===== config.mk =====
export PLATFORM = sky130hd
export DESIGN_NAME = qdac_serial_tx
export DESIGN_NICKNAME = d
export VERILOG_FILES = /design/src/rtl/qdac_pkg.sv /design/src/rtl/qdac_phase_timer.sv /design/src/rtl/qdac_word_shifter.sv /design/src/rtl/qdac_serial_tx.sv
export SDC_FILE = /design/constraint.sdc
export NUM_CORES = 1
export LEC_CHECK = 0
export BUFFER_PORTS_ARGS = -buffer_cell sky130_fd_sc_hd__buf_4
export CAP_MARGIN = 15
export CORE_MARGIN = 2
export CORE_UTILIZATION = 30
export DETAILED_ROUTE_END_ITERATION = 8
export PLACE_DENSITY = 0.58
export SYNTH_ARGS = -nofsm -noshare
export SYNTH_HDL_FRONTEND = slang
export SYNTH_SLANG_ARGS = --single-unit

===== constraint.sdc =====
create_clock -name clk -period 3.4 [get_ports clk]
set_input_delay 0.51 -clock clk [delete_from_list [all_inputs] [get_ports clk]]
set_output_delay 0.51 -clock clk [all_outputs]
set_load 0.005 [all_outputs]

===== src/rtl/qdac_pkg.sv =====
// Package: shared types for the quad DAC serial transmitter.
// Assumes: nothing; holds declarations only.
package qdac_pkg;

    // Transfer sequencer states.
    typedef enum logic [1:0] {
        ST_IDLE   = 2'd0,
        ST_SHIFT  = 2'd1,
        ST_LATCH  = 2'd2,
        ST_STROBE = 2'd3
    } qdac_state_e;

endpackage


===== src/rtl/qdac_phase_timer.sv =====
// Module: counts system clocks within a serial phase and pulses `tick`
// on the last clock of each phase.
// Assumes: limit >= 1 and stable while run is high.
module qdac_phase_timer #(
    parameter int DIV_W = 8
) (
    input  logic             clk,
    input  logic             rst_n,
    input  logic             run,
    input  logic [DIV_W-1:0] limit,
    output logic             tick
);

    logic [DIV_W-1:0] cnt;

    assign tick = run && (cnt == limit - 1'b1);

    // Phase counter: cleared when idle or at the end of a phase.
    always_ff @(posedge clk) begin
        if (!rst_n) begin
            cnt <= '0;
        end else if (!run || tick) begin
            cnt <= '0;
        end else begin
            cnt <= cnt + 1'b1;
        end
    end

endmodule


===== src/rtl/qdac_word_shifter.sv =====
// Module: parallel-load, left-shift register that presents its MSB as
// the serial data bit.
// Assumes: load and shift are never requested in the same cycle.
module qdac_word_shifter #(
    parameter int WIDTH = 11
) (
    input  logic             clk,
    input  logic             rst_n,
    input  logic             load,
    input  logic [WIDTH-1:0] load_word,
    input  logic             shift,
    output logic             msb
);

    logic [WIDTH-1:0] sreg;

    assign msb = sreg[WIDTH-1];

    // Shift register: load a new word or move one bit toward the MSB.
    always_ff @(posedge clk) begin
        if (!rst_n) begin
            sreg <= '0;
        end else if (load) begin
            sreg <= load_word;
        end else if (shift) begin
            sreg <= {sreg[WIDTH-2:0], 1'b0};
        end
    end

endmodule


===== src/rtl/qdac_serial_tx.sv =====
// Module: host-side transmitter for a four-channel serial DAC. It
// accepts write or commit requests over valid/ready, sends the command
// word MSB first, and then pulses the latch strobe (write) or the
// update strobe (commit).
// Assumes: request fields are stable on the accepting edge; the
// converter samples data on the falling edge of the serial clock.
module qdac_serial_tx #(
    parameter int CHAN_W = 2,
    parameter int CODE_W = 8,
    parameter int DIV_W  = 8
) (
    input  logic              clk,
    input  logic              rst_n,
    input  logic              req_valid,
    output logic              req_ready,
    input  logic              req_commit,
    input  logic [CHAN_W-1:0] req_chan,
    input  logic              req_gain,
    input  logic [CODE_W-1:0] req_code,
    input  logic              req_staged,
    input  logic [DIV_W-1:0]  req_half_period,
    output logic              dac_sclk,
    output logic              dac_sdata,
    output logic              dac_latch_n,
    output logic              dac_update_n
);
    import qdac_pkg::*;

    localparam int WORD_W = CHAN_W + 1 + CODE_W;
    localparam int IDX_W  = $clog2(WORD_W);
    localparam logic [IDX_W-1:0] LAST_IDX = IDX_W'(WORD_W - 1);

    qdac_state_e      state;
    logic [DIV_W-1:0] half_q;
    logic             ph_low;
    logic [IDX_W-1:0] bit_idx;
    logic             sclk_q;
    logic             latch_q;
    logic             update_q;
    logic             tick;
    logic             accept;
    logic             load_word;
    logic             shift_bit;

    assign req_ready    = (state == ST_IDLE);
    assign accept       = req_valid && req_ready;
    assign load_word    = accept && !req_commit;
    assign shift_bit    = (state == ST_SHIFT) && tick && ph_low && (bit_idx != LAST_IDX);
    assign dac_sclk     = sclk_q;
    assign dac_latch_n  = latch_q;
    assign dac_update_n = update_q;

    qdac_phase_timer #(.DIV_W(DIV_W)) u_timer (
        .clk   (clk),
        .rst_n (rst_n),
        .run   (state != ST_IDLE),
        .limit (half_q),
        .tick  (tick)
    );

    qdac_word_shifter #(.WIDTH(WORD_W)) u_shifter (
        .clk       (clk),
        .rst_n     (rst_n),
        .load      (load_word),
        .load_word ({req_chan, req_gain, req_code}),
        .shift     (shift_bit),
        .msb       (dac_sdata)
    );

    // Transfer sequencer: serial phases, latch pulse and update pulse.
    always_ff @(posedge clk) begin
        if (!rst_n) begin
            state    <= ST_IDLE;
            half_q   <= DIV_W'(1);
            ph_low   <= 1'b0;
            bit_idx  <= '0;
            sclk_q   <= 1'b0;
            latch_q  <= 1'b1;
            update_q <= 1'b1;
        end else begin
            case (state)
                ST_IDLE: begin
                    if (accept) begin
                        half_q  <= (req_half_period == '0) ? DIV_W'(1) : req_half_period;
                        ph_low  <= 1'b0;
                        bit_idx <= '0;
                        if (req_commit) begin
                            state    <= ST_STROBE;
                            update_q <= 1'b0;
                        end else begin
                            state    <= ST_SHIFT;
                            sclk_q   <= 1'b1;
                            update_q <= req_staged;
                        end
                    end
                end
                ST_SHIFT: begin
                    if (tick) begin
                        if (!ph_low) begin
                            sclk_q <= 1'b0;
                            ph_low <= 1'b1;
                        end else if (bit_idx == LAST_IDX) begin
                            state   <= ST_LATCH;
                            latch_q <= 1'b0;
                            ph_low  <= 1'b0;
                        end else begin
                            bit_idx <= bit_idx + 1'b1;
                            sclk_q  <= 1'b1;
                            ph_low  <= 1'b0;
                        end
                    end
                end
                ST_LATCH: begin
                    if (tick) begin
                        if (!ph_low) begin
                            ph_low <= 1'b1;
                        end else begin
                            latch_q  <= 1'b1;
                            update_q <= 1'b1;
                            ph_low   <= 1'b0;
                            state    <= ST_IDLE;
                        end
                    end
                end
                default: begin
                    if (tick) begin
                        if (!ph_low) begin
                            ph_low <= 1'b1;
                        end else begin
                            update_q <= 1'b1;
                            ph_low   <= 1'b0;
                            state    <= ST_IDLE;
                        end
                    end
                end
            endcase
        end
    end

endmodule


==> PnR_summary.wiki <==
{| class="wikitable"
! Metric !! Value
|-
| Sequential share of the synthesized area || 37.23%
|-
| Result of the run || finished clean
|-
| Worst Setup Slack, final || 0.5431 ns
|-
| Floorplan die width || 85.44 um
|-
| Maximum number of pins on one net before global-route repair || 24
|-
| Sequential group share of total power || 50.2%
|-
| Top delay family on crit path || compound AO/OA/AOI/OAI gates
|-
| Detailed Route Iter0 Violations || 140
|-
| Number of clock buffers inserted by TritonCTS || 5
|-
| Warning count from the yosys run || 0
|-
| Antenna violations before repair || 0
|-
| Unrepaired setup endpoints after global routing || false
|-
| Ratio of final minimum period to clock period || 84.03%
|-
| Number of instances in the synthesized netlist || 232
|-
| Timing-limited maximum frequency || 350.0 MHz
|-
| Final setup TNS || 0 ns
|-
| GRT Util Overall || 12.50%
|-
| Max Transition Viols Final || 0
|-
| 1st-pass router iterations || 4
|-
| Cell internal power dissipation || 684.5 uW
|-
| Dominant synthesized flop cell || sky130_fd_sc_hd__dfxtp_1
|-
| Ratio of cells with drive above 1 in the final layout || 21.48%
|-
| Reported leakage power || 0.8875 nW
|-
| Worst-path cell with the longest stage delay || sky130_fd_sc_hd__a221o_2
|-
| H-tree depth reported by CTS || 2
|-
| Critical path data required time || 3.55 ns
|-
| Setup clock skew after layout || 0.003271 ns
|-
| Post-Synthesis Net Count || 260
|-
| Max stage delay on crit path || 0.45 ns
|-
| Power per unit of standard cell area || 416.7 nW/um2
|-
| Critical path cell sequence || inv_1 > ha_1 > or3b_1 > o31a_1 > a2bb2oi_1 > a221o_2 > nand4_4 > nor3_1 > a2111oi_0
|-
| Worst Max-Slew Pin Slew || 0.8791 ns
|-
| Net switching component of the power || 284.8 uW
|-
| Fin nets || 283
|-
| Number of rows created at floorplan || 29
|-
| Total half-perimeter wirelength after legalization and detailed placement || 3195 um
|-
| Antenna diode count || 0
|-
| Per-instance average area after synthesis || 8.575 um2
|-
| Post-placement worst setup slack || 0.5179 ns
|-
| Sink count of the clock tree || 37
|-
| Die boundary height || 85.44 um
|-
| Number of setup buffers added after CTS || 0
|-
| Largest cells by area after synthesis || sky130_fd_sc_hd__dfxtp_1 37%, sky130_fd_sc_hd__a2111oi_2 5.3%, sky130_fd_sc_hd__nand2_1 4.5%
|-
| Cell with the most instances after synthesis || sky130_fd_sc_hd__dfxtp_1
|-
| Synth async-reset ratio || 0%
|-
| Global-route wire length before repair || 7369 um
|-
| Vias per inst || 5.174
|-
| Core box area || 6386 um2
|-
| Setup violations, final || 0
|-
| Switching part of the total || 29.39%
|-
| CTS tree || done
|-
| Synthesis-to-layout area growth || 16.92%
|-
| Count of antenna-violating nets left after detailed routing || 0
|-
| Vias in the first global route || 1546
|-
| Number of I/O pins || 29
|-
| Number of input and output port buffers inserted || 28
|-
| Shortest clock period the worst path allows after layout || 2.857 ns
|-
| CP endpoint kind || register
|-
| WL final || 4417 um
|-
| Arrival time worst endpoint || 3.01 ns
|-
| Clock latency of the later-clocked register in the worst-skew pair || 0.28 ns
|-
| Die Outline Area || 7299 um2
|-
| Category of the critical setup timing path || register to register
|-
| Via count || 1723
|-
| Classification of the worst-slack hold path || input port to register
|-
| Yosys reg bits || 37
|-
| Yosys top cell area share || 37.23%
|-
| VDD IR-drop max || 145.8 uV
|-
| Combined area of all synthesized cells || 1989 um2
|-
| Yosys top cell by area || sky130_fd_sc_hd__dfxtp_1
|-
| Commonest cells post-synth || 37 x sky130_fd_sc_hd__dfxtp_1, 24 x sky130_fd_sc_hd__nand2_1, 24 x sky130_fd_sc_hd__nor2_1
|-
| Max-Cap Viols || 0
|-
| Resized cells post-CTS || 0
|-
| Buffers from clock root to sink, at most || 2
|-
| Cts hold-fix bufs || 0
|-
| Worst slew slack as a fraction of its limit || 41.33%
|-
| Clock transition time at the flip-flop clock pins of the worst setup and hold paths || 0.07 ns
|-
| Combinational power share || 19.2%
|-
| Crit start category || register
|-
| Clock network fraction of total power || 30.6%
|-
| Count of buffering cells on the critical path with inverters included || 1
|-
| Remaining DRCs || 0
|-
| Netlist cell types || 47
|-
| Routability congestion estimate || 0.7493
|-
| Filler cell count in the final layout || 688
|-
| Total global routing overflow || 0
|-
| Final Hold Fails || 0
|-
| Initial Util || 31.15%
|-
| CTS Root Buffer Type || sky130_fd_sc_hd__clkbuf_8
|-
| Number of enable flip-flop cells after synthesis || 0
|-
| Final routed wire length divided by cell count || 13.26 um
|-
| Crit path max fanout || 22
|}
## power groups by stage
stage | clock, mW | combinational [mW] | sequential (mW)
finish | 0.297 | 0.186 | 0.486
global route | 0.316 | 0.208 | 0.490
CTS | 0.306 | 0.187 | 0.486
detailed placement | 0 | 0.186 | 0.496
global placement | 0 | 0.185 | 0.496
floorplan | 0 | 0.134 | 0.486
## final timing paths
check                   start  slack, ns  cells past startpoint                  to
hold / removal    req_chan[1]       0.47                      2  u_shifter.sreg[10]
hold reg to reg     half_q[7]       0.49                      2           half_q[7]
setup reg to reg    half_q[0]       0.54                      9   u_shifter.sreg[1]
setup / recovery    half_q[0]       0.54                      9   u_shifter.sreg[1]
## through the flow
stage / util [%] / hold WS (ns) / area, um2 / instances / power, mW
3_3_place_gp: 35.13 / 0.4610 / 2243 / 325 / 0.6809
4_1_cts: 36.42 / 0.4703 / 2326 / 333 / 0.9787
3_5_place_dp: 35.13 / 0.4765 / 2243 / 325 / 0.6821
6_report: 36.42 / 0.4744 / 2326 / 333 / 0.9693
5_1_grt: 36.42 / 0.4856 / 2326 / 333 / 1.014
2_1_floorplan: - / 0.4472 / 1989 / 232 / 0.6208
## logic make-up (layout without fill, tap and decap cells)
logic type | after synthesis | in the layout | synth area share, %
muxes | 1 | 1 | 0.5032
adders and majority gates | 4 | 4 | 2.516
AOI/OAI and AO/OA | 50 | 50 | 20.44
buffers and inverters | 23 | 47 | 5.094
DFF | 37 | 37 | 37.23
and+or+nand+nor | 103 | 103 | 28.05
xor gates and xnor gates | 14 | 14 | 6.164
## cell type report
type | count | area [um2] | share of cell area [%]
Sequential cell | 37 | 740.7 | 31.85
Tap cell | 77 | 96.34 | 4.142
Clock inverter | 2 | 10.01 | 0.4303
Clock buffer | 6 | 72.57 | 3.120
Timing Repair Buffer | 30 | 225.2 | 9.683
Multi-Input combinational cell | 172 | 1147 | 49.33
Inverter | 9 | 33.78 | 1.452
## layout by cell type (no fill, tap or decap), drive strengths merged, types with 3 or more instances in the layout
cell     instances
a2111oi          9
a21oi           12
and2             3
buf             30
clkbuf           6
dfxtp           37
ha               4
inv              9
nand2           24
nand3            9
nor2            24
nor3            21
nor4             4
o211ai           4
o21ai            7
or3              4
or4              3
xnor2            5
xor2             9
## registers in the layout, indices dropped and copies added (netlist names)
| name | flops |
|---|---|
| bit_idx | 4 |
| dac_latch_n | 1 |
| dac_sclk | 1 |
| dac_update_n | 1 |
| half_q | 8 |
| ph_low | 1 |
| state | 2 |
| u_shifter.sreg | 11 |
| u_timer.cnt | 8 |
## routing by layer
| metal | track usage, % | vias to the layer above | routed length [um] |
|---|---|---|---|
| li1 | - | 893 | - |
| met1 | 17.19 | 816 | 2304 |
| met2 | 19.18 | 12 | 1999 |
| met3 | 2.724 | 2 | 79 |
| met4 | 4.618 | 0 | 34 |
| met5 | 0 | - | 0 |
Note: power is estimated with default switching activity, not from simulation.
